==> config.mk <==
export PLATFORM = sky130hd
export DESIGN_NAME = flash_unsecure_seq
export DESIGN_NICKNAME = d
export VERILOG_FILES = /design/src/rtl/fus_pkg.sv /design/src/rtl/fus_cfg_reg.sv /design/src/rtl/fus_sequencer.sv /design/src/rtl/fus_irq.sv /design/src/rtl/flash_unsecure_seq.sv
export SDC_FILE = /design/constraint.sdc
export NUM_CORES = 1
export LEC_CHECK = 0
export BUFFER_PORTS_ARGS = -buffer_cell sky130_fd_sc_hd__clkbuf_2
export CORE_MARGIN = 2
export CORE_UTILIZATION = 30
export DETAILED_ROUTE_END_ITERATION = 16
export PLACE_DENSITY = 0.7
export SLEW_MARGIN = 20
export SYNTH_ARGS = -nofsm -noshare
export SYNTH_HDL_FRONTEND = slang
export SYNTH_HIERARCHICAL = 1
export SYNTH_SLANG_ARGS = --single-unit
==> constraint.sdc <==
create_clock -name clk -period 1.25 [get_ports clk]
set_input_delay 0.375 -clock clk [delete_from_list [all_inputs] [get_ports clk]]
set_output_delay 0.375 -clock clk [all_outputs]
set_load 0.01 [all_outputs]
==> src/rtl/fus_pkg.sv <==
package fus_pkg;
  localparam int REG_W    = 8;
  localparam int BIT_CCIE = 7;
  localparam int BIT_RCIE = 6;
  localparam int BIT_REQ  = 5;
  localparam int BIT_SUSP = 4;
  localparam int CMD_N    = 4;
  localparam int IRQ_N    = 2;

  typedef enum logic [2:0] {
    ST_IDLE,
    ST_ERASE,
    ST_VERIFY,
    ST_PROG,
    ST_OPEN
  } step_e;
endpackage

==> src/rtl/fus_cfg_reg.sv <==
module fus_cfg_reg
  import fus_pkg::*;
(
  input  logic             clk,
  input  logic             rst_n,
  input  logic             wr_en,
  input  logic [REG_W-1:0] wdata,
  input  logic             req_flag,
  output logic [REG_W-1:0] rdata,
  output logic             ccie,
  output logic             rcie,
  output logic             suspend
);
  localparam logic [REG_W-1:0] RW_MASK =
    REG_W'((1 << BIT_CCIE) | (1 << BIT_RCIE) | (1 << BIT_SUSP));

  logic unused_wbits;
  assign unused_wbits = ^(wdata & ~RW_MASK);

  for (genvar i = 0; i < REG_W; i++) begin : g_bit
    if (RW_MASK[i]) begin : g_rw
      logic q, d;
      always_comb begin
        d = q;
        if (wr_en) d = wdata[i];
      end
      always_ff @(posedge clk or negedge rst_n) begin
        if (!rst_n) q <= 1'b0;
        else        q <= d;
      end
      assign rdata[i] = q;
    end else if (i == BIT_REQ) begin : g_req
      assign rdata[i] = req_flag;
    end else begin : g_zero
      assign rdata[i] = 1'b0;
    end
  end

  assign ccie    = rdata[BIT_CCIE];
  assign rcie    = rdata[BIT_RCIE];
  assign suspend = rdata[BIT_SUSP];

  // a write shows up in the read data on the next cycle
  assert_write_lands_R2: assert property (@(posedge clk) disable iff (!rst_n)
    wr_en |=> (rdata[BIT_CCIE] == $past(wdata[BIT_CCIE])) &&
              (rdata[BIT_SUSP] == $past(wdata[BIT_SUSP])));
endmodule

==> src/rtl/fus_sequencer.sv <==
module fus_sequencer
  import fus_pkg::*;
(
  input  logic             clk,
  input  logic             rst_n,
  input  logic             trig,
  input  logic             arr_done,
  input  logic             arr_pass,
  output logic [CMD_N-1:0] arr_cmd,
  output logic             req_flag,
  output logic             ccif,
  output logic             sec_open
);
  step_e state_q, state_d;
  logic  ccif_q, ccif_d;
  logic  sec_q, sec_d;
  logic  start, finish, abort;

  assign start  = (state_q == ST_IDLE) && ccif_q && trig;
  assign finish = (state_q == ST_OPEN) && arr_done;
  assign abort  = (state_q == ST_VERIFY) && arr_done && !arr_pass;

  always_comb begin
    state_d = state_q;
    unique case (state_q)
      ST_IDLE:   if (start) state_d = ST_ERASE;
      ST_ERASE:  if (arr_done) state_d = ST_VERIFY;
      ST_VERIFY: if (arr_done) state_d = arr_pass ? ST_PROG : ST_IDLE;
      ST_PROG:   if (arr_done) state_d = ST_OPEN;
      ST_OPEN:   if (arr_done) state_d = ST_IDLE;
      default:   state_d = ST_IDLE;
    endcase
  end

  always_comb begin
    ccif_d = ccif_q;
    if (start)           ccif_d = 1'b0;
    if (finish || abort) ccif_d = 1'b1;
    sec_d = sec_q;
    if (finish) sec_d = 1'b1;
  end

  always_ff @(posedge clk or negedge rst_n) begin
    if (!rst_n) begin
      state_q <= ST_IDLE;
      ccif_q  <= 1'b1;
      sec_q   <= 1'b0;
    end else begin
      state_q <= state_d;
      ccif_q  <= ccif_d;
      sec_q   <= sec_d;
    end
  end

  always_comb begin
    arr_cmd = '0;
    unique case (state_q)
      ST_ERASE:  arr_cmd[0] = 1'b1;
      ST_VERIFY: arr_cmd[1] = 1'b1;
      ST_PROG:   arr_cmd[2] = 1'b1;
      ST_OPEN:   arr_cmd[3] = 1'b1;
      default:   arr_cmd = '0;
    endcase
  end

  assign req_flag = (state_q != ST_IDLE);
  assign ccif     = ccif_q;
  assign sec_open = sec_q;

  assert_cmd_onehot_R6: assert property (@(posedge clk) disable iff (!rst_n)
    $onehot0(arr_cmd));
  assert_prog_after_verify_R6: assert property (@(posedge clk) disable iff (!rst_n)
    $rose(arr_cmd[2]) |-> $past(arr_cmd[1] && arr_done && arr_pass));
  assert_busy_clears_ccif_R5: assert property (@(posedge clk) disable iff (!rst_n)
    req_flag |-> !ccif);
  assert_start_erase_R5: assert property (@(posedge clk) disable iff (!rst_n)
    (!req_flag && ccif && trig) |=> arr_cmd[0]);
  assert_abort_keeps_sec_R8: assert property (@(posedge clk) disable iff (!rst_n)
    (arr_cmd[1] && arr_done && !arr_pass) |=> (!req_flag && ccif && $stable(sec_open)));
  assert_sec_after_open_R7: assert property (@(posedge clk) disable iff (!rst_n)
    $rose(sec_open) |-> $past(arr_cmd[3] && arr_done));
endmodule

==> src/rtl/fus_irq.sv <==
module fus_irq
  import fus_pkg::*;
(
  input  logic [IRQ_N-1:0] enable,
  input  logic [IRQ_N-1:0] flag,
  output logic             irq
);
  logic [IRQ_N-1:0] hit;
  for (genvar i = 0; i < IRQ_N; i++) begin : g_src
    assign hit[i] = enable[i] & flag[i];
  end
  assign irq = |hit;
endmodule

==> src/rtl/flash_unsecure_seq.sv <==
module flash_unsecure_seq
  import fus_pkg::*;
(
  input  logic             clk,
  input  logic             rst_n,
  input  logic             reg_wr_en,
  input  logic [REG_W-1:0] reg_wdata,
  output logic [REG_W-1:0] reg_rdata,
  input  logic             erase_all_trig,
  input  logic             rd_collision,
  output logic [CMD_N-1:0] arr_cmd,
  input  logic             arr_done,
  input  logic             arr_pass,
  output logic             cmd_done,
  output logic             sec_open,
  output logic             erase_suspend,
  output logic             irq
);
  logic [1:0] rst_sync_q;
  logic       rst_core_n;
  logic       req_flag, ccie, rcie;

  always_ff @(posedge clk or negedge rst_n) begin
    if (!rst_n) rst_sync_q <= 2'b00;
    else        rst_sync_q <= {rst_sync_q[0], 1'b1};
  end
  assign rst_core_n = rst_sync_q[1];

  fus_cfg_reg u_cfg (
    .clk      (clk),
    .rst_n    (rst_core_n),
    .wr_en    (reg_wr_en),
    .wdata    (reg_wdata),
    .req_flag (req_flag),
    .rdata    (reg_rdata),
    .ccie     (ccie),
    .rcie     (rcie),
    .suspend  (erase_suspend)
  );

  fus_sequencer u_seq (
    .clk      (clk),
    .rst_n    (rst_core_n),
    .trig     (erase_all_trig),
    .arr_done (arr_done),
    .arr_pass (arr_pass),
    .arr_cmd  (arr_cmd),
    .req_flag (req_flag),
    .ccif     (cmd_done),
    .sec_open (sec_open)
  );

  fus_irq u_irq (
    .enable ({rcie, ccie}),
    .flag   ({rd_collision, cmd_done}),
    .irq    (irq)
  );

  assert_irq_complete_R10: assert property (@(posedge clk) disable iff (!rst_core_n)
    (reg_rdata[BIT_CCIE] && cmd_done) |-> irq);
  assert_irq_quiet_R10: assert property (@(posedge clk) disable iff (!rst_core_n)
    (!reg_rdata[BIT_CCIE] && !reg_rdata[BIT_RCIE]) |-> !irq);
  assert_low_bits_zero_R3: assert property (@(posedge clk) disable iff (!rst_core_n)
    reg_rdata[3:0] == 4'b0000);
endmodule

==> qor.csv <==
stage;metric;value;unit
logic_synthesis;synth_cell_types;18;
sta;min_period;1.51;ns
clocking;clockBufferDepth;2;
clocking;clock_latency;0.26;ns
placement;place.gp.congestion;0.743;
clocking;clk_pin_slew;0.07;ns
logic_synthesis;synth_warnings;6;
worst_setup_path;crit_required;0.88;ns
worst_setup_path;cp-start-kind;register;
worst_setup_path;cp-startpoint;u_seq/state_q[2]$_DFFE_PN0P_;
worst_setup_path;worstPathMaxFanout;5;
sta;drv_slew;0;
final_layout;syn2layout_area_growth;57.9;%
logic_synthesis;synthCells;45;
floorplan;pin_count;31;
final_layout;nNetsFinal;93;
drt;route.detailed.drc;0;
drt;postRouteWirelength;1.14;mm
drt;wl_per_cell;12.2;um
sta;setup_slack;-0.255;ns
clocking;cts_tree;done;
worst_setup_path;worstRegToRegCells;5;
worst_setup_path;endpoint;arr_cmd[2];
global_route;grt_max_degree;9;
placement;dp.cells;79;
floorplan;coreArea;0.00152;mm^2
placement;io_buffers;21;
clocking;clock-sinks;10;
clocking;root_buffer;clkbuf_4;
logic_synthesis;yosysSeqAreaShare;0.513;
worst_setup_path;r2r-end;u_seq/state_q[0]$_DFFE_PN0P_;
drt;postRouteAntennaNets;0;
final_layout;n_fill_cell;148;
floorplan;dieHeight;44.4;um
drt;drt_iter0_markers;9;
final_layout;drive_gt1_frac;0.675;
clocking;cts_buffers;3;
final_layout;layout_commonest_cell;clkbuf_2;
drt;first_pass_iters;4;
worst_setup_path;cp.arrival;1.13;ns
final_layout;finalInstanceArea;774;um^2
sta;setup_violations;7;
final_layout;final_cells;93;
logic_synthesis;ys_ff_latch;10;
pwr;vdd_drop_max;0.547;mV
drt;via_count;433;
outcome;failed_checks;negative setup slack;
global_route;grt.overflow.total;0;
logic_synthesis;syn_avg_cell_area;10.9;um^2
hold_path;hp-class;register to async pin;
worst_setup_path;rrSetupSlack;0.03;ns
final_layout;final_cell_mix;clkbuf_2 (16), buf_4 (10), dfrtp_1 (6);
global_route;grt_use_total;0.125;
floorplan;start_util;0.322;
sta;rsz0062_at_grt;true;
run;maxCapViolations;0;
global_route;grt_first_pass_wirelength;1.72;mm
drt;vias_per_cell;4.66;
placement;hpwl;727;um
final_layout;diodes;0;
pwr;power.density;915;mW/mm^2
placement;placed_area;582;um^2
logic_synthesis;syn-cell-area;490;um^2
sta;max_freq;664;MHz
worst_setup_path;end_kind;primary output;
worst_setup_path;r2r-start;u_seq/ccif$_DFFE_PN1P_;
sta;fin_crit_sh;1.20;
outcome;status;finished, violations left;
global_route;grt_antenna_before_repair;0;
sta;finalHoldViolations;0;
floorplan;dieArea;0.00197;mm^2
floorplan;num_rows;14;
global_route;grt_pass1_vias;401;
pwr;power_leakage;0.416;nW
clocking;htree_levels;1;
floorplan;die_x;44.4;um
worst_setup_path;worstSetupPathType;register to primary output;
sta;finClkSkew;0.000466;ns
-- registers in the layout, summed over array words and instances (netlist names) --
signal and flops:
u_cfg/ccie 1, rst_sync_q 2, u_seq/ccif 1, u_seq/state_q 3, u_cfg/suspend 1, u_cfg/rcie 1
u_seq/sec_open 1
-- critical path, stage by stage, from the launching register on --
cell and delay [ns]:
dfrtp_2 0.47, nand2b_4 0.18, nor2_4 0.10, buf_6 0.11
-- where the power goes --
part / total (mW) / internal (mW) / switching [mW]
clock network: 0.293 / 0.177 / 0.116
logic: 0.0665 / 0.0332 / 0.0333
registers: 0.349 / 0.337 / 0.0122
-- how the worst min path moves through the flow --
stage | slack [ns] | from | depth (start not counted) | endpoint
final | 0.14 | rst_sync_q[1]$_DFF_PN0_ | 0 | u_cfg/suspend$_DFFE_PN0P_
after global routing | 0.16 | rst_sync_q[1]$_DFF_PN0_ | 0 | u_seq/sec_open$_DFFE_PN0P_
after CTS | 0.14 | rst_sync_q[1]$_DFF_PN0_ | 0 | u_cfg/suspend$_DFFE_PN0P_
after detailed placement | 0.13 | rst_sync_q[1]$_DFF_PN0_ | 0 | u_cfg/suspend$_DFFE_PN0P_
after global placement | 0.13 | rst_sync_q[1]$_DFF_PN0_ | 0 | u_cfg/suspend$_DFFE_PN0P_
after floorplan | 0.08 | rst_n | 0 | rst_sync_q[0]$_DFF_PN0_
-- synth_stat cells --
cell	count	area, um^2
nand2_1	2	7.51
a21oi_1	1	5.00
nor2_1	3	11.3
a22o_1	1	8.76
mux2_2	4	45.0
nor3_1	2	10.0
a21o_1	1	7.51
a211oi_1	1	7.51
conb_1	2	7.51
a32o_1	1	10.0
inv_1	2	7.51
nand2b_1	2	12.5
and3b_1	1	8.76
o21ai_0	1	5.00
dfstp_2	1	26.3
buf_4	9	67.6
a311oi_1	2	17.5
dfrtp_1	9	225
-- timing repair --
item,CTS,global route
resized for setup,11,12
buffers inserted,7,2
endpoints found under the hold margin,2,0
pin swaps,1,3
endpoints found under the setup margin,7,8
hold buffers,1,0
-- cell type report --
cell class                 count  area [um^2]  area share
clock buffer                   4         36.3      0.0468
tap                           16         20.0      0.0258
multi-input combinational     27          224       0.289
inverter                       2         7.51     0.00969
sequential                    10          255       0.330
timing repair buffer          34          231       0.299
-- stage by stage --
step | total power, mW | hold WS, ns | utilization | setup TNS (ns) | setup slack [ns]
floorplan | 0.404 | 0.0794 | - | 0 | 0.0566
global placement | 0.416 | 0.126 | 0.382 | -0.0350 | -0.0211
detailed placement | 0.419 | 0.134 | 0.382 | -0.0365 | -0.0198
CTS | 0.711 | 0.140 | 0.475 | -1.48 | -0.238
global route | 0.740 | 0.160 | 0.508 | -1.90 | -0.307
finish | 0.709 | 0.137 | 0.508 | -1.47 | -0.255
-- logic make-up after synthesis --
| group | count (synthesis) | share of synthesized area |
|---|---|---|
| other | 2 | 0.0153 |
| and+or+nand+nor | 10 | 0.102 |
| muxes | 4 | 0.0918 |
| AOI/OAI and AO/OA | 8 | 0.125 |
| buffers and inverters | 11 | 0.153 |
| DFF | 10 | 0.513 |
-- routing by layer --
metal | vias up | global-route usage | part of all wire
li1 | 204 | - | -
met1 | 211 | 0.137 | 0.39
met2 | 18 | 0.212 | 0.56
met3 | 0 | 0.0286 | 0.050
met4 | 0 | 0.0909 | 0
met5 | - | 0 | 0
Note: power is estimated with default switching activity, not from simulation.
